**config.mk**
```make
export PLATFORM = sky130hd
export DESIGN_NAME = rmii_rx_assembler
export DESIGN_NICKNAME = d
export VERILOG_FILES = /design/src/rtl/rmii_rx_pkg.sv /design/src/rtl/rmii_rx_front.sv /design/src/rtl/rmii_rx_fsm.sv /design/src/rtl/rmii_rx_packer.sv /design/src/rtl/rmii_rx_carrier.sv /design/src/rtl/rmii_rx_assembler.sv
export SDC_FILE = /design/constraint.sdc
export NUM_CORES = 1
export LEC_CHECK = 0
export ABC_AREA = 1
export BUFFER_PORTS_ARGS = -buffer_cell sky130_fd_sc_hd__buf_2
export CAP_MARGIN = 20
export CORE_ASPECT_RATIO = 0.8
export CORE_MARGIN = 4
export CORE_UTILIZATION = 40
export DETAILED_ROUTE_END_ITERATION = 16
export PLACE_DENSITY_LB_ADDON = 0.2
export SLEW_MARGIN = 20
export SYNTH_ARGS = -nofsm -noshare
export SYNTH_HDL_FRONTEND = slang
export SYNTH_HIERARCHICAL = 1
export SYNTH_SLANG_ARGS = --single-unit
export TNS_END_PERCENT = 1
```
**constraint.sdc**
```tcl
create_clock -name clk -period 1.8 [get_ports clk]
set_input_delay 0.36 -clock clk [delete_from_list [all_inputs] [get_ports clk]]
set_output_delay 0.36 -clock clk [all_outputs]
set_load 0.01 [all_outputs]
```
**src/rtl/rmii_rx_pkg.sv**
```systemverilog
package rmii_rx_pkg;

  typedef enum logic [2:0] {
    ST_IDLE,
    ST_LEAD,
    ST_PRE,
    ST_DATA,
    ST_DROP
  } rx_state_t;

  localparam logic [1:0] SYM_ZERO = 2'b00;
  localparam logic [1:0] SYM_PRE  = 2'b01;
  localparam logic [1:0] SYM_SFD  = 2'b11;

  // Classify the first non-zero symbol seen before the preamble.
  function automatic rx_state_t lead_next(input logic [1:0] sym);
    rx_state_t r;
    if (sym == SYM_ZERO)     r = ST_LEAD;
    else if (sym == SYM_PRE) r = ST_PRE;
    else                     r = ST_DROP;
    return r;
  endfunction

  // A delayed symbol is live if its own strobe or the next one is high.
  function automatic logic sym_live(input logic v_prev, input logic v_now);
    return v_prev | v_now;
  endfunction

endpackage

```
**src/rtl/rmii_rx_front.sv**
```systemverilog
module rmii_rx_front #(
  parameter int SYM_W = 2
) (
  input  logic             clk,
  input  logic             rst_n,
  input  logic             crs_dv,
  input  logic [SYM_W-1:0] rxd,
  output logic             v_q,
  output logic [SYM_W-1:0] x_q
);
  // One-symbol delay so each symbol is judged with the following strobe.
  always_ff @(posedge clk) begin
    if (!rst_n) begin
      v_q <= 1'b0;
      x_q <= '0;
    end else begin
      v_q <= crs_dv;
      x_q <= rxd;
    end
  end
endmodule

```
**src/rtl/rmii_rx_fsm.sv**
```systemverilog
module rmii_rx_fsm
  import rmii_rx_pkg::*;
(
  input  logic       clk,
  input  logic       rst_n,
  input  logic       v_q,
  input  logic [1:0] x_q,
  input  logic       v_now,
  output logic       in_data,
  output logic       take,
  output logic       frame_start,
  output logic       frame_end
);
  rx_state_t st, nxt;
  logic      live, gone;

  assign live = sym_live(v_q, v_now);
  assign gone = !v_q && !v_now;

  always_comb begin
    nxt = st;
    case (st)
      ST_IDLE: if (v_q) nxt = lead_next(x_q);
      ST_LEAD: begin
        if (gone)      nxt = ST_IDLE;
        else if (live) nxt = lead_next(x_q);
      end
      ST_PRE: begin
        if (gone) nxt = ST_IDLE;
        else if (live) begin
          if (x_q == SYM_SFD)      nxt = ST_DATA;
          else if (x_q != SYM_PRE) nxt = ST_DROP;
        end
      end
      ST_DATA: if (gone) nxt = ST_IDLE;
      ST_DROP: if (gone) nxt = ST_IDLE;
      default: nxt = ST_IDLE;
    endcase
  end

  always_ff @(posedge clk) begin
    if (!rst_n) st <= ST_IDLE;
    else        st <= nxt;
  end

  assign in_data     = (st == ST_DATA);
  assign take        = in_data && live;
  assign frame_end   = in_data && gone;
  assign frame_start = (st == ST_PRE) && live && (x_q == SYM_SFD);
endmodule

```
**src/rtl/rmii_rx_packer.sv**
```systemverilog
module rmii_rx_packer #(
  parameter int BYTE_W = 8,
  parameter int SYM_W  = 2
) (
  input  logic              clk,
  input  logic              rst_n,
  input  logic              take,
  input  logic [SYM_W-1:0]  x_q,
  input  logic              frame_start,
  input  logic              frame_end,
  output logic [BYTE_W-1:0] byte_data,
  output logic              byte_vld,
  output logic              byte_sof,
  output logic              byte_eof,
  output logic              align_err,
  output logic              ph_odd
);
  localparam int SYMS = BYTE_W / SYM_W;
  localparam int CW   = (SYMS > 1) ? $clog2(SYMS) : 1;
  localparam logic [CW-1:0] LAST = CW'(SYMS - 1);

  logic [BYTE_W-1:0] sh;
  logic [CW-1:0]     cnt;
  logic              first_pend;
  logic [BYTE_W-1:0] sh_next;

  // New symbol enters at the top; the oldest ends up in the low bits.
  function automatic logic [BYTE_W-1:0] push_sym(input logic [BYTE_W-1:0] cur,
                                                  input logic [SYM_W-1:0] s);
    return {s, cur[BYTE_W-1:SYM_W]};
  endfunction

  assign sh_next = push_sym(sh, x_q);
  assign ph_odd  = cnt[0];

  always_ff @(posedge clk) begin
    if (!rst_n) begin
      sh         <= '0;
      cnt        <= '0;
      first_pend <= 1'b0;
      byte_data  <= '0;
      byte_vld   <= 1'b0;
      byte_sof   <= 1'b0;
      byte_eof   <= 1'b0;
      align_err  <= 1'b0;
    end else begin
      byte_vld  <= 1'b0;
      byte_sof  <= 1'b0;
      byte_eof  <= 1'b0;
      align_err <= 1'b0;
      if (frame_start) begin
        cnt        <= '0;
        first_pend <= 1'b1;
      end else if (take) begin
        sh <= sh_next;
        if (cnt == LAST) begin
          cnt        <= '0;
          byte_data  <= sh_next;
          byte_vld   <= 1'b1;
          byte_sof   <= first_pend;
          first_pend <= 1'b0;
        end else begin
          cnt <= cnt + 1'b1;
        end
      end else if (frame_end) begin
        byte_eof   <= 1'b1;
        align_err  <= (cnt != '0);
        first_pend <= 1'b0;
      end
    end
  end
endmodule

```
**src/rtl/rmii_rx_carrier.sv**
```systemverilog
module rmii_rx_carrier (
  input  logic clk,
  input  logic rst_n,
  input  logic crs_dv,
  input  logic in_data,
  input  logic ph_odd,
  output logic carrier
);
  logic nib_head;

  // The raw symbol opens a nibble unless it is the partner of an even one.
  assign nib_head = !in_data || ph_odd;

  always_ff @(posedge clk) begin
    if (!rst_n)        carrier <= 1'b0;
    else if (crs_dv)   carrier <= 1'b1;
    else if (nib_head) carrier <= 1'b0;
  end
endmodule

```
**src/rtl/rmii_rx_assembler.sv**
```systemverilog
module rmii_rx_assembler #(
  parameter int BYTE_W = 8,
  parameter int SYM_W  = 2
) (
  input  logic              clk,
  input  logic              rst_n,
  input  logic              crs_dv,
  input  logic [SYM_W-1:0]  rxd,
  output logic [BYTE_W-1:0] byte_data,
  output logic              byte_vld,
  output logic              byte_sof,
  output logic              byte_eof,
  output logic              align_err,
  output logic              carrier
);
  logic             v_q;
  logic [SYM_W-1:0] x_q;
  logic             in_data;
  logic             dibit_take;
  logic             sfd_seen;
  logic             end_seen;
  logic             ph_odd;

  rmii_rx_front #(.SYM_W(SYM_W)) u_front (
    .clk(clk), .rst_n(rst_n), .crs_dv(crs_dv), .rxd(rxd),
    .v_q(v_q), .x_q(x_q)
  );

  rmii_rx_fsm u_fsm (
    .clk(clk), .rst_n(rst_n), .v_q(v_q), .x_q(x_q), .v_now(crs_dv),
    .in_data(in_data), .take(dibit_take), .frame_start(sfd_seen),
    .frame_end(end_seen)
  );

  rmii_rx_packer #(.BYTE_W(BYTE_W), .SYM_W(SYM_W)) u_pack (
    .clk(clk), .rst_n(rst_n), .take(dibit_take), .x_q(x_q),
    .frame_start(sfd_seen), .frame_end(end_seen),
    .byte_data(byte_data), .byte_vld(byte_vld), .byte_sof(byte_sof),
    .byte_eof(byte_eof), .align_err(align_err), .ph_odd(ph_odd)
  );

  rmii_rx_carrier u_car (
    .clk(clk), .rst_n(rst_n), .crs_dv(crs_dv), .in_data(in_data),
    .ph_odd(ph_odd), .carrier(carrier)
  );
endmodule

```
# Yosys cells after proc, flatten, opt, wreduce, memory -nomap -nowiden
# Cells that the tools add are included.
# totals
regBits	30
elab_cells	77
# classes
n_addsub	1
n_eq_ne	14
muxes	20
n_bitwise	6
n_reduce_logical	24
# op_table
op	n
3-bit two-way mux	10
3-bit one-hot mux with 4 select lines	1
3-bit by 1-bit != test with 1-bit output (second input constant)	3
1-bit two-way mux	8
4-bit OR reduction	2
3-bit by 2-bit equality test with 1-bit output (second input constant)	2
3-bit OR reduction	2
1-bit logical AND	5
1-bit NOT	5
5-bit AND reduction	1
2-bit equality test (second input constant)	2
2-bit by 1-bit != test with 1-bit output (second input constant)	2
4-bit by 1-bit != test with 1-bit output (second input constant)	1
2-bit AND reduction	2
2-bit nonzero test	2
2-bit OR reduction	2
3-bit by 1-bit equality test with 1-bit output (second input constant)	1
3-bit equality test (second input constant)	1
1-bit zero test	3
3-bit zero test	1
3-bit AND reduction	1
3-bit nonzero test	1
2-bit by 1-bit adder with 2-bit output (second input constant)	1
2-bit by 1-bit equality test with 1-bit output (second input constant)	1
other kinds (5)	5

# Depth between registers and ports, before layout
# Gate-level depths: netlist of run 1.
# depth
ltp_word	6
depth_mapped	11
mapped_depth_nobuf	10

# Cells and area by module
# The synthesis of run 1 kept the hierarchy.
# modules_own_cells
module	n_inst	cells_each	area_each_um2	seq_area_each_um2
rmii_rx_packer	1	99	784.5	420.4
rmii_rx_fsm	1	55	299.0	60.1
rmii_rx_front	1	9	82.6	60.1
rmii_rx_carrier	1	6	50.0	20.0

# Worst setup path before layout of run 1
# No wires, ideal clock.
# synth_path
path_kind	reg2reg
startpoint	register u_fsm.st[2]
endpoint	register u_pack.byte_data[2]
setup_ns	0.113
arrival_time_ns	1.140
t_required_ns	1.687
slack_ns	0.547
path_stages_with_launch	8
path_buffers	1
period_less_slack_ns	1.253
cell_sequence	dfxtp_1 inv_2 nand3_2 nor2_2 nand3_2 buf_6 nor2_1 nor2_1
# synth_via
word_cells_on_any_way	7
classes_between	2 x eq/ne; 1 x bitwise; 4 x reduce/logical
# synth_lines
element	line_no	rtl
start, declared	rmii_rx_fsm.sv:14	rx_state_t st, nxt;
start signal, assigned	rmii_rx_fsm.sv:43	else st <= nxt;
3-bit by 2-bit equality test with 1-bit output	rmii_rx_fsm.sv:46	assign in_data = (st == ST_DATA);
1-bit logical AND	rmii_rx_fsm.sv:47	assign take = in_data && live;
via dibit_take	rmii_rx_assembler.sv:19	logic dibit_take;
3-bit AND reduction (no source line)	--	
end signal, assigned	rmii_rx_packer.sv:58	byte_data <= sh_next;
end, declared	rmii_rx_packer.sv:11	output logic [BYTE_W-1:0] byte_data,
# The timed path passes the listed nets, and every way through them passes these cells.
# A chain may end at the register's enable or synchronous reset.

# Worst setup path in the final report of run 1
# layout_path
startpoint	register u_fsm.st[1]
endpoint	register u_pack.sh[6]
# layout_via
word_cells_on_any_way	7
classes_between	2 x eq/ne; 1 x bitwise; 4 x reduce/logical
# layout_lines
element	line_no	rtl
3-bit by 2-bit equality test with 1-bit output	rmii_rx_fsm.sv:46	
1-bit logical AND	rmii_rx_fsm.sv:47	
via dibit_take	rmii_rx_assembler.sv:19	
2-bit AND reduction (no source line)	--	
end signal, assigned	rmii_rx_packer.sv:55	sh <= sh_next;
end, declared	rmii_rx_packer.sv:22	logic [BYTE_W-1:0] sh;
# The timed path passes the listed nets, and every way through them passes these cells.

==> results of run 1 <==
-- sequential cells by signal, summed over array words and instances, names as in the netlist --
signal	flops
u_pack/byte_eof	1
u_front/x_q	2
u_pack/cnt	2
u_pack/first_pend	1
u_pack/sh	6
u_pack/byte_vld	1
u_front/v_q	1
u_pack/byte_sof	1
u_pack/byte_data	8
u_pack/align_err	1
u_car/carrier	1
u_fsm/st	3
-- how the worst max path moves through the flow --
stage / from / to / slack (ps) / cells after the start
6_report: u_fsm/st[1]$_SDFFE_PN0P_ / u_pack/sh[6]$_SDFFE_PN0N_ / 310 / 6
5_1_grt: u_fsm/st[2]$_SDFFE_PN0P_ / u_pack/byte_data[1]$_SDFFE_PN0P_ / 140 / 7
3_5_place_dp: crs_dv / u_pack/byte_data[0]$_SDFFE_PN0P_ / 280 / 9
3_3_place_gp: crs_dv / u_pack/byte_data[5]$_SDFFE_PN0P_ / 300 / 6
2_1_floorplan: u_fsm/st[2]$_SDFFE_PN0P_ / u_pack/byte_data[2]$_SDFFE_PN0P_ / 550 / 7
4_1_cts: u_fsm/st[1]$_SDFFE_PN0P_ / u_pack/sh[6]$_SDFFE_PN0N_ / 310 / 6
-- report_power, final --
| part | internal (mW) | leakage [nW] | switching (mW) |
|---|---|---|---|
| Combinational | 0.0243 | 0.433 | 0.0418 |
| Sequential | 0.628 | 0.227 | 0.0113 |
| Clock | 0.297 | 0.0357 | 0.183 |
| Total | 0.949 | 0.695 | 0.236 |
-- worst register-to-register path, stage by stage, from the launching register on --
cell	delay (ps)
dfxtp_1	440
nand3_2	130
nor2_2	300
nand2_1	250
inv_2	170
nor2_1	50
nor2_1	100
-- metrics by stage --
step	worst slack, ps	power [mW]
final	312	1.19
after floorplan	547	0.700
after CTS	313	1.21
after detailed placement	280	0.720
after global placement	296	0.719
after global routing	144	1.25
-- cells in the mapped netlist (all sizes together) --
cell,number,area [sq um]
nand2,43,164
nor2,36,163
dfxtp,28,561
inv,26,97.6
nand3,17,100
a21oi,7,38.8
o21ai,6,30.0
ha,2,25.0
buf,1,11.3
clkbuf,1,13.8
nor3,1,5.00
nor3b,1,7.51
-- layer usage --
layer  global-route usage, %  wire (microns)  part of all wire, %
met4                    2.46              19                 0.85
met3                    4.05             126                  5.6
met2                    19.8             943                   42
met1                    15.4            1160                   52
met5                       0               0                    0
-- final cells by class --
type	count	area [sq um]	area share (%)
timing repair buffer	18	92.6	6.60
clock buffer	3	41.3	2.94
inverter	26	97.6	6.96
sequential	28	561	40.0
clock inverter	1	30.0	2.14
tap	38	47.5	3.39
multi-input combinational	113	533	38.0
-- kinds of logic (layout without fill, tap and decap cells) --
| group | after synthesis | in the layout |
|---|---|---|
| adders and majority gates | 2 | 2 |
| and+or+nand+nor | 98 | 98 |
| AOI/OAI and AO/OA | 13 | 13 |
| DFF | 28 | 28 |
| buffers and inverters | 28 | 48 |
==> impl_results.md, run 1 <==
* # rows at 17
* Sink Count at 28
* Port buffer count at 17
* FF+latch count, synth at 28
* Routed wire length at ~2.2 mm
* DRC Markers at 0
* Dpl hpwl at ~1.7 mm
* CTS buffer count at 3
* Largest net degree at the start of global routing at 17
* Die Wd at 69.7 microns
* Clock slew at reported path FFs at 90 ps
* Post-CTS sizing at 0
* Largest family of logic cells by synthesized area: simple AND/OR/NAND/NOR gates
* CTS tree: yes
* Max FO, Critical Path at 7
* Library cells used by synthesis at 18
* Slowest cell on the critical path: dfxtp_1
* Initial antenna violation count at 0
* Routability cong. at 0.796
* Placed Instances at between 200 and 250
* Fin cells at ~230
* P&R area growth vs syn at 15.3%
* Tcrit/Tclk final at between 80% and 90%
* Setup violators final at 0
* Crit path buf inv count at 1
* Drt pass-1 iters at 4
* Synth warnings at 6
* RSZ-0062 raised after global routing: no
* Adder-Cell Fraction of Synth Area at 2.06%
* Core area at 2830 sq um
* Multiplexer share of the synthesized area at 0%
* Status: finished, final reports clean
* Commonest non-fill, non-tap cell in the layout: nand2_1
* Type of origin of the critical path: register
* Worst relative slew slack at roughly 77%
* Post-route cell area at 1400 sq um
* Syn Area/Cell at 7.20 sq um
* CTS root buffer: clkbuf_8
* Worst EP arrival at 1700 ps
* Leading cell types in the layout, fill and taps excluded: 42 x nand2_1, 31 x nor2_1, 28 x dfxtp_1
* Max-slew violations at 0
* Clock Skews at 3.13 ps
* Post-Syn Area at between 1000 and 1500 sq um
* Setup Fix Bufs, Post-CTS at 0
* Clock buffer depth at 2
* Y dimension of the die at 57.3 microns
* CP most frequent cell: nor2_1
* Reg2Reg Setup Slack at approximately 310 ps
* Core Util, Final at 49.6%
* PwrDens at 845 nW/um^2
* Hold Slack at about 270 ps
* VDD IR max at between 0.8 and 0.9 mV
* Max-Cap Viols at 0
* Clock latency on the worst-skew pair at 270 ps
* ANT cells at 0
* Fillers at roughly 290
* Post-DP Area at between 1000 and 1500 sq um
* Setup CP Type: reg -> reg
* Fmax at 672 MHz
* Via Count at ~1000
* Initial Util at 43.0%
* Vias in the first global route at approximately 900
* Critical Path RT at 2010 ps
* Die ar. at 3990 sq um
* Nets at 197
* WL/cell at roughly 10 microns
* Hold-fix buffers, CTS at 0
* Worst path cell trace: nand3_2 -> nor2_2 -> nand2_1 -> inv_2 -> nor2_1 -> nor2_1
* Complex-gate fraction of the synthesized area at 5.66%
* Final Critical Period at 1490 ps
* Hold Path End: u_front/x_q[0]$_SDFF_PN0_
* Hold Path Depth at 3
* Post-Synth XOR/XNOR Area at 0%
* CP delay by family, top: simple AND/OR/NAND/NOR gates
* Htree depth at 1
* Via density at approximately 4.5
* Cells on worst reg2reg path at 6
* Leak at 0.695 nW
* Type of the worst min-delay path: in -> reg
* Initial drt markers at 56
* Cell count after synthesis at between 150 and 200
* FF-to-FF Start: u_fsm/st[1]$_SDFFE_PN0P_
* Hold_sp: rxd[0]
* Syn_nets at approximately 180
* Boundary Pins at 18
* Fin Setup TNS at 0 ps
* Gr ovfl total at 0
* Post-route antenna net violation count at 0
* Endpoint class of the critical path: register
* Sequential area share after synthesis at 46.1%
* Simple-gate share of the synthesized area at between 30% and 40%
* First-pass GRT wire length at 3.88 mm
* Global Route Usage Sum at between 10% and 20%
* Final hold violation count at 0
* Layout cell share with drive strength beyond 1 at 18.0%
* R2r endpoint: u_pack/sh[6]$_SDFFE_PN0N_
* Worst-Margin Slew at 340 ps
* Worst path max stage delay at about 440 ps
Power figures use the tool's default switching activity.
==> run 2, diff against run 1 <==
Clock period 1.8 ns to 1.3 ns, I/O delays scaled along.
==> impl_results.md, run 2 (same netlist as run 1, synthesis figures left out) <==
* Status: finished, final reports clean
* DRC Markers at 0
* Final Critical Period at 1220 ps
* Setup WS pre-CTS at -36.2 ps
* Fmax at around 820 MHz
* Hold-fix buffers, CTS at 0
* Clock slew at reported path FFs at 90 ps
* # rows at 17
* R2r endpoint: u_pack/first_pend$_SDFFE_PN0P_
* Clock Skews at 2.51 ps
* Routability cong. at 0.832
* Leading cell types in the layout, fill and taps excluded: 38 x nand2_1, 29 x nor2_1, 27 x dfxtp_1
* Sink Count at 28
* CP Launch Point: u_fsm/st[2]$_SDFFE_PN0P_
* Final hold violation count at 0
* Setup violators final at 0
* Worst EP arrival at 1420 ps
* Grt met2 use at 18.8%
* Reg2Reg Setup Slack at between 70 and 80 ps
* GR Util met1 at 16.2%
* Fin cells at 240
* Post-DP Area at between 1000 and 1500 sq um
* Max-Cap Viols at 0
* Largest Register: u_pack/byte_data
* VDD IR max at 0.749 mV
* Htree depth at 1
* RSZ-0062 raised after global routing: yes
* Type of origin of the critical path: register
* Routed wire length at 2.51 mm
* Y dimension of the die at 57.3 microns
* Fin Setup TNS at 0 ps
* Die Wd at 69.7 microns
* Largest net degree at the start of global routing at 17
* Via density at about 4.5
* Max-slew violations at 0
* Initial drt markers at 58
* Die ar. at 3990 sq um
* Worst relative slew slack at 84.0%
* CTS tree: yes
* GRT Max-Usage Layer: met2
* Endpoint class of the critical path: register
* Critical Path RT at roughly 1500 ps
* Max reg flops at 8
* Cells on worst reg2reg path at 7
* Leak at between 0.7 and 0.8 nW
* Post-route cell area at ~1500 sq um
* Setup CP Type: reg -> reg
* Dpl hpwl at about 1.9 mm
* CTS buffer count at 3
* FF-to-FF Start: u_fsm/st[2]$_SDFFE_PN0P_
* Port buffer count at 17
* Global Route Usage Sum at 12.2%
* WL/cell at 10.4 microns
* Placed Instances at 237
* Initial antenna violation count at 0
* Hold Path Depth at 3
* CTS root buffer: clkbuf_8
* Max FO, Critical Path at 6
* Worst-Margin Slew at roughly 240 ps
* ANT cells at 0
* Drt pass-1 iters at 4
* PwrDens at between 900 and 1000 nW/um^2
* Nets at approximately 210
* First-pass GRT wire length at slightly below 4 mm
* P&R area growth vs syn at 24.9%
* GRT met3 Usage at under 10%
* Boundary Pins at 18
* Clock buffer depth at 2
* Layout cell share with drive strength beyond 1 at 27.7%
* Fillers at 272
* Core area at 2830 sq um
* Vias in the first global route at 929
* Initial Util at 43.0%
* Clock latency on the worst-skew pair at between 200 and 300 ps
* Type of the worst min-delay path: in -> reg
* Post-route antenna net violation count at 0
* Hold_sp: rxd[0]
* Tcrit/Tclk final at ~94%
* Biggest registers after layout: u_pack/byte_data: 8 flops, u_pack/sh: 6 flops, u_fsm/st: 3 flops
* Commonest non-fill, non-tap cell in the layout: nand2_1
* Via Count at ~1100
* Hold Slack at between 150 and 200 ps
* Hold Path End: u_front/x_q[0]$_SDFF_PN0_
* Setup ws final at 77.8 ps
* Gr ovfl total at 0
-- run 2: worst max path at each step --
stage / end / depth (start not counted)
after floorplan: u_pack/byte_data[2]$_SDFFE_PN0P_ / 7
after global placement: u_pack/byte_data[5]$_SDFFE_PN0P_ / 6
after detailed placement: u_pack/byte_data[1]$_SDFFE_PN0P_ / 9
after CTS: u_pack/byte_data[1]$_SDFFE_PN0P_ / 5
after global routing: u_pack/first_pend$_SDFFE_PN0P_ / 7
final: u_pack/first_pend$_SDFFE_PN0P_ / 7
-- run 2: cell type report --
class	count	area [sq um]	share of cell area, %
Multi-Input combinational cell	113	571	37.6
Timing Repair Buffer	32	198	13.0
Inverter	26	100	6.59
Tap cell	38	47.5	3.13
Sequential cell	28	562	37.0
Clock buffer	3	41.3	2.72
-- run 2: worst max-delay path, cell delays in order, from the launching register on --
cell     delay (ps)
dfxtp_1         340
inv_2            70
nand3_2          90
nor2_4          220
inv_1           120
nand2_2         100
nand3_1          90
a21oi_1         130
-- run 2: routing by layer --
metal	up-vias	routed length [microns]
li1	582	-
met1	477	1210
met2	29	1110
met3	2	161
met4	0	18
met5	-	0
-- run 2: stage by stage --
step,util [%],power (mW)
after floorplan,-,0.970
after global placement,50.8,1.02
after detailed placement,50.8,1.02
after CTS,52.2,1.48
after global routing,53.7,1.54
final,53.7,1.46
-- run 2: repair_timing --
item / CTS / global route
resized for setup: 1 / 14
setup buffers: 0 / 0
cloned: 0 / 0
endpoints found under the setup margin: 10 / 22
endpoints found under the hold margin: 0 / 0
pin swaps: 0 / 1
-- run 2: power breakdown --
part | total [mW] | internal (mW) | leakage, nW | switching (mW)
clock | 0.448 | 0.207 | 0.0216 | 0.241
sequential | 0.879 | 0.870 | 0.227 | 0.00931
combinational | 0.130 | 0.0543 | 0.507 | 0.0759
==> run 3, diff against run 2 <==
Settings changed: PLACE_DENSITY set to 0.67, PLACE_DENSITY_LB_ADDON 0.2 to unset, RECOVER_POWER set to 100.
==> impl_results.md, run 3 (same netlist as run 1, synthesis figures left out) <==
* WL/cell at 9.86 microns
* Final hold violation count at 0
* Setup violators final at 0
* Placed Instances at 238
* Stages on the worst setup path at 6
* Fin Setup TNS at 0 ps
* Hold-fix buffers, CTS at 0
* Sequential Power Share at 51.9%
* CTS buffer count at 3
* Sw Share at 21.0%
* Dpl hpwl at roughly 1.8 mm
* Max reg flops at 8
* Type of origin of the critical path: register
* Y dimension of the die at 57.3 microns
* Max-slew violations at 0
* P&R area growth vs syn at 27.5%
* Final Critical Period at 1240 ps
* Leak at 0.719 nW
* Slowest cell on the critical path: dfxtp_2
* First-pass GRT wire length at 4.38 mm
* Total Power at about 1.7 mW
* Boundary Pins at 18
* Worst path cell trace: inv_2 -> nand3_2 -> nor2_4 -> nand3_4 -> nor2_1 -> nor2_1
* CTS tree: yes
* Core area at 2830 sq um
* Gate power share at 7.7%
* Max FO, Critical Path at 12
* Die ar. at approximately 4000 sq um
* Fin cells at 243
* Htree depth at 1
* Clk pwr share at 40.4%
* Nets at 213
* Sink Count at 28
* Via Count at 1111
* Clock latency on the worst-skew pair at 280 ps
* Vias in the first global route at between 900 and 1000
* Core Util, Final at 54.8%
* Initial Util at a little over two fifths
* Biggest registers after layout: u_pack/byte_data: 8 flops, u_pack/sh: 6 flops, u_fsm/st: 3 flops
* Crit path buf inv count at 1
* Tcrit/Tclk final at 95.1%
* Routed wire length at around 2.4 mm
* Worst relative slew slack at 83.2%
* CP most frequent cell: nor2_1
* Initial drt markers at 62
* Post-route cell area at 1550 sq um
* Endpoint class of the critical path: register
* CP delay by family, top: simple AND/OR/NAND/NOR gates
* Critical Path RT at roughly 1500 ps
* Clock Skews at 7.54 ps
* Fmax at 809 MHz
* Max-Cap Viols at 0
* DRC Markers at 0
* Drt pass-1 iters at 4
* CTS root buffer: clkbuf_8
* ANT cells at 0
* Clock slew at reported path FFs at 90 ps
* Leading cell types in the layout, fill and taps excluded: 38 x nand2_1, 30 x nor2_1, 24 x dfxtp_1
* Port buffer count at 17
* Clock buffer depth at 2
* Net Sw Power at 0.357 mW
* Via density at 4.57
* Die Wd at ~70 microns
* Setup CP Type: reg -> reg
* # rows at 17
* VDD IR max at 0.648 mV
* Post-DP Area at 1440 sq um
* Hold Path Depth at 3
* Status: finished, final reports clean
* Worst path max stage delay at between 300 and 400 ps
* Layout cell share with drive strength beyond 1 at a little under a quarter
* Gr ovfl total at 0
* P_int at 1.34 mW
* Cells on worst reg2reg path at 6
* Commonest non-fill, non-tap cell in the layout: nand2_1
* Routability cong. at 0.848
* RSZ-0062 raised after global routing: yes
* Worst EP arrival at 1410 ps
* Type of the worst min-delay path: in -> reg
* Post-route antenna net violation count at 0
* Largest Register: u_pack/byte_data
* Worst-Margin Slew at 251 ps
* Largest net degree at the start of global routing at 18
* Global Route Usage Sum at between 10% and 20%
* Initial antenna violation count at 0
* PwrDens at 1100 nW/um^2
## run 3: cell count changes in the layout (fill, tap and decap cells not counted), sizes merged
cell / previous run / this run
bufinv: 0 / 1
buf: 32 / 20
clkbuf: 3 / 17
## run 3: path summary, 6_finish.rpt
check	startpoint	endpoint	slack, ps
hold reg to reg	u_pack/byte_data[3]$_SDFFE_PN0P_	u_pack/byte_data[3]$_SDFFE_PN0P_	470
hold / removal	rxd[0]	u_front/x_q[0]$_SDFF_PN0_	160
setup reg to reg	u_fsm/st[2]$_SDFFE_PN0P_	u_pack/byte_data[5]$_SDFFE_PN0P_	60
setup / recovery	u_fsm/st[2]$_SDFFE_PN0P_	u_pack/byte_data[5]$_SDFFE_PN0P_	60
## run 3: what timing repair did
| item | CTS | global route |
|---|---|---|
| hold endpoints to repair | 0 | 0 |
| endpoints found under the setup margin | 16 | 21 |
| setup buffers | 0 | 1 |
| pin swaps | 1 | 5 |
| resized for setup | 5 | 12 |
## run 3: power groups by stage
stage	Clock, mW	Combinational [mW]	Sequential [mW]
2_1_floorplan	0	0.0674	0.902
3_3_place_gp	0	0.122	0.899
3_5_place_dp	0	0.124	0.899
4_1_cts	0.708	0.126	0.879
5_1_grt	0.749	0.151	0.885
6_report	0.686	0.131	0.881
## run 3: through the flow
stage | hold WS (ps) | setup slack [ps]
after floorplan | 353 | 46.9
after global placement | 438 | -52.9
after detailed placement | 441 | -72.8
after CTS | 147 | 13.7
after global routing | 170 | -77.0
final | 157 | 63.3
## run 3: area by class of cell
class	count	area (sq um)
Fill cell	279	1280
Clock inverter	1	30.0
Clock buffer	3	41.3
Timing Repair Buffer	34	193
Multi-Input combinational cell	113	573
Tap cell	38	47.5
Sequential cell	28	566
Inverter	26	100
## run 3: metal layers
layer	part of all wire, %	track usage [%]	routed length, microns
met5	0	0	0
met4	1.3	4.10	30
met3	6.6	4.93	158
met2	44	22.0	1060
met1	48	17.2	1150
## run 3: worst register-to-register path, delay by kind of cell, from the launching register on
kind / cells / cell delay, ps
DFF: 1 / 360
buffers and inverters: 1 / 70
and+or+nand+nor: 5 / 710
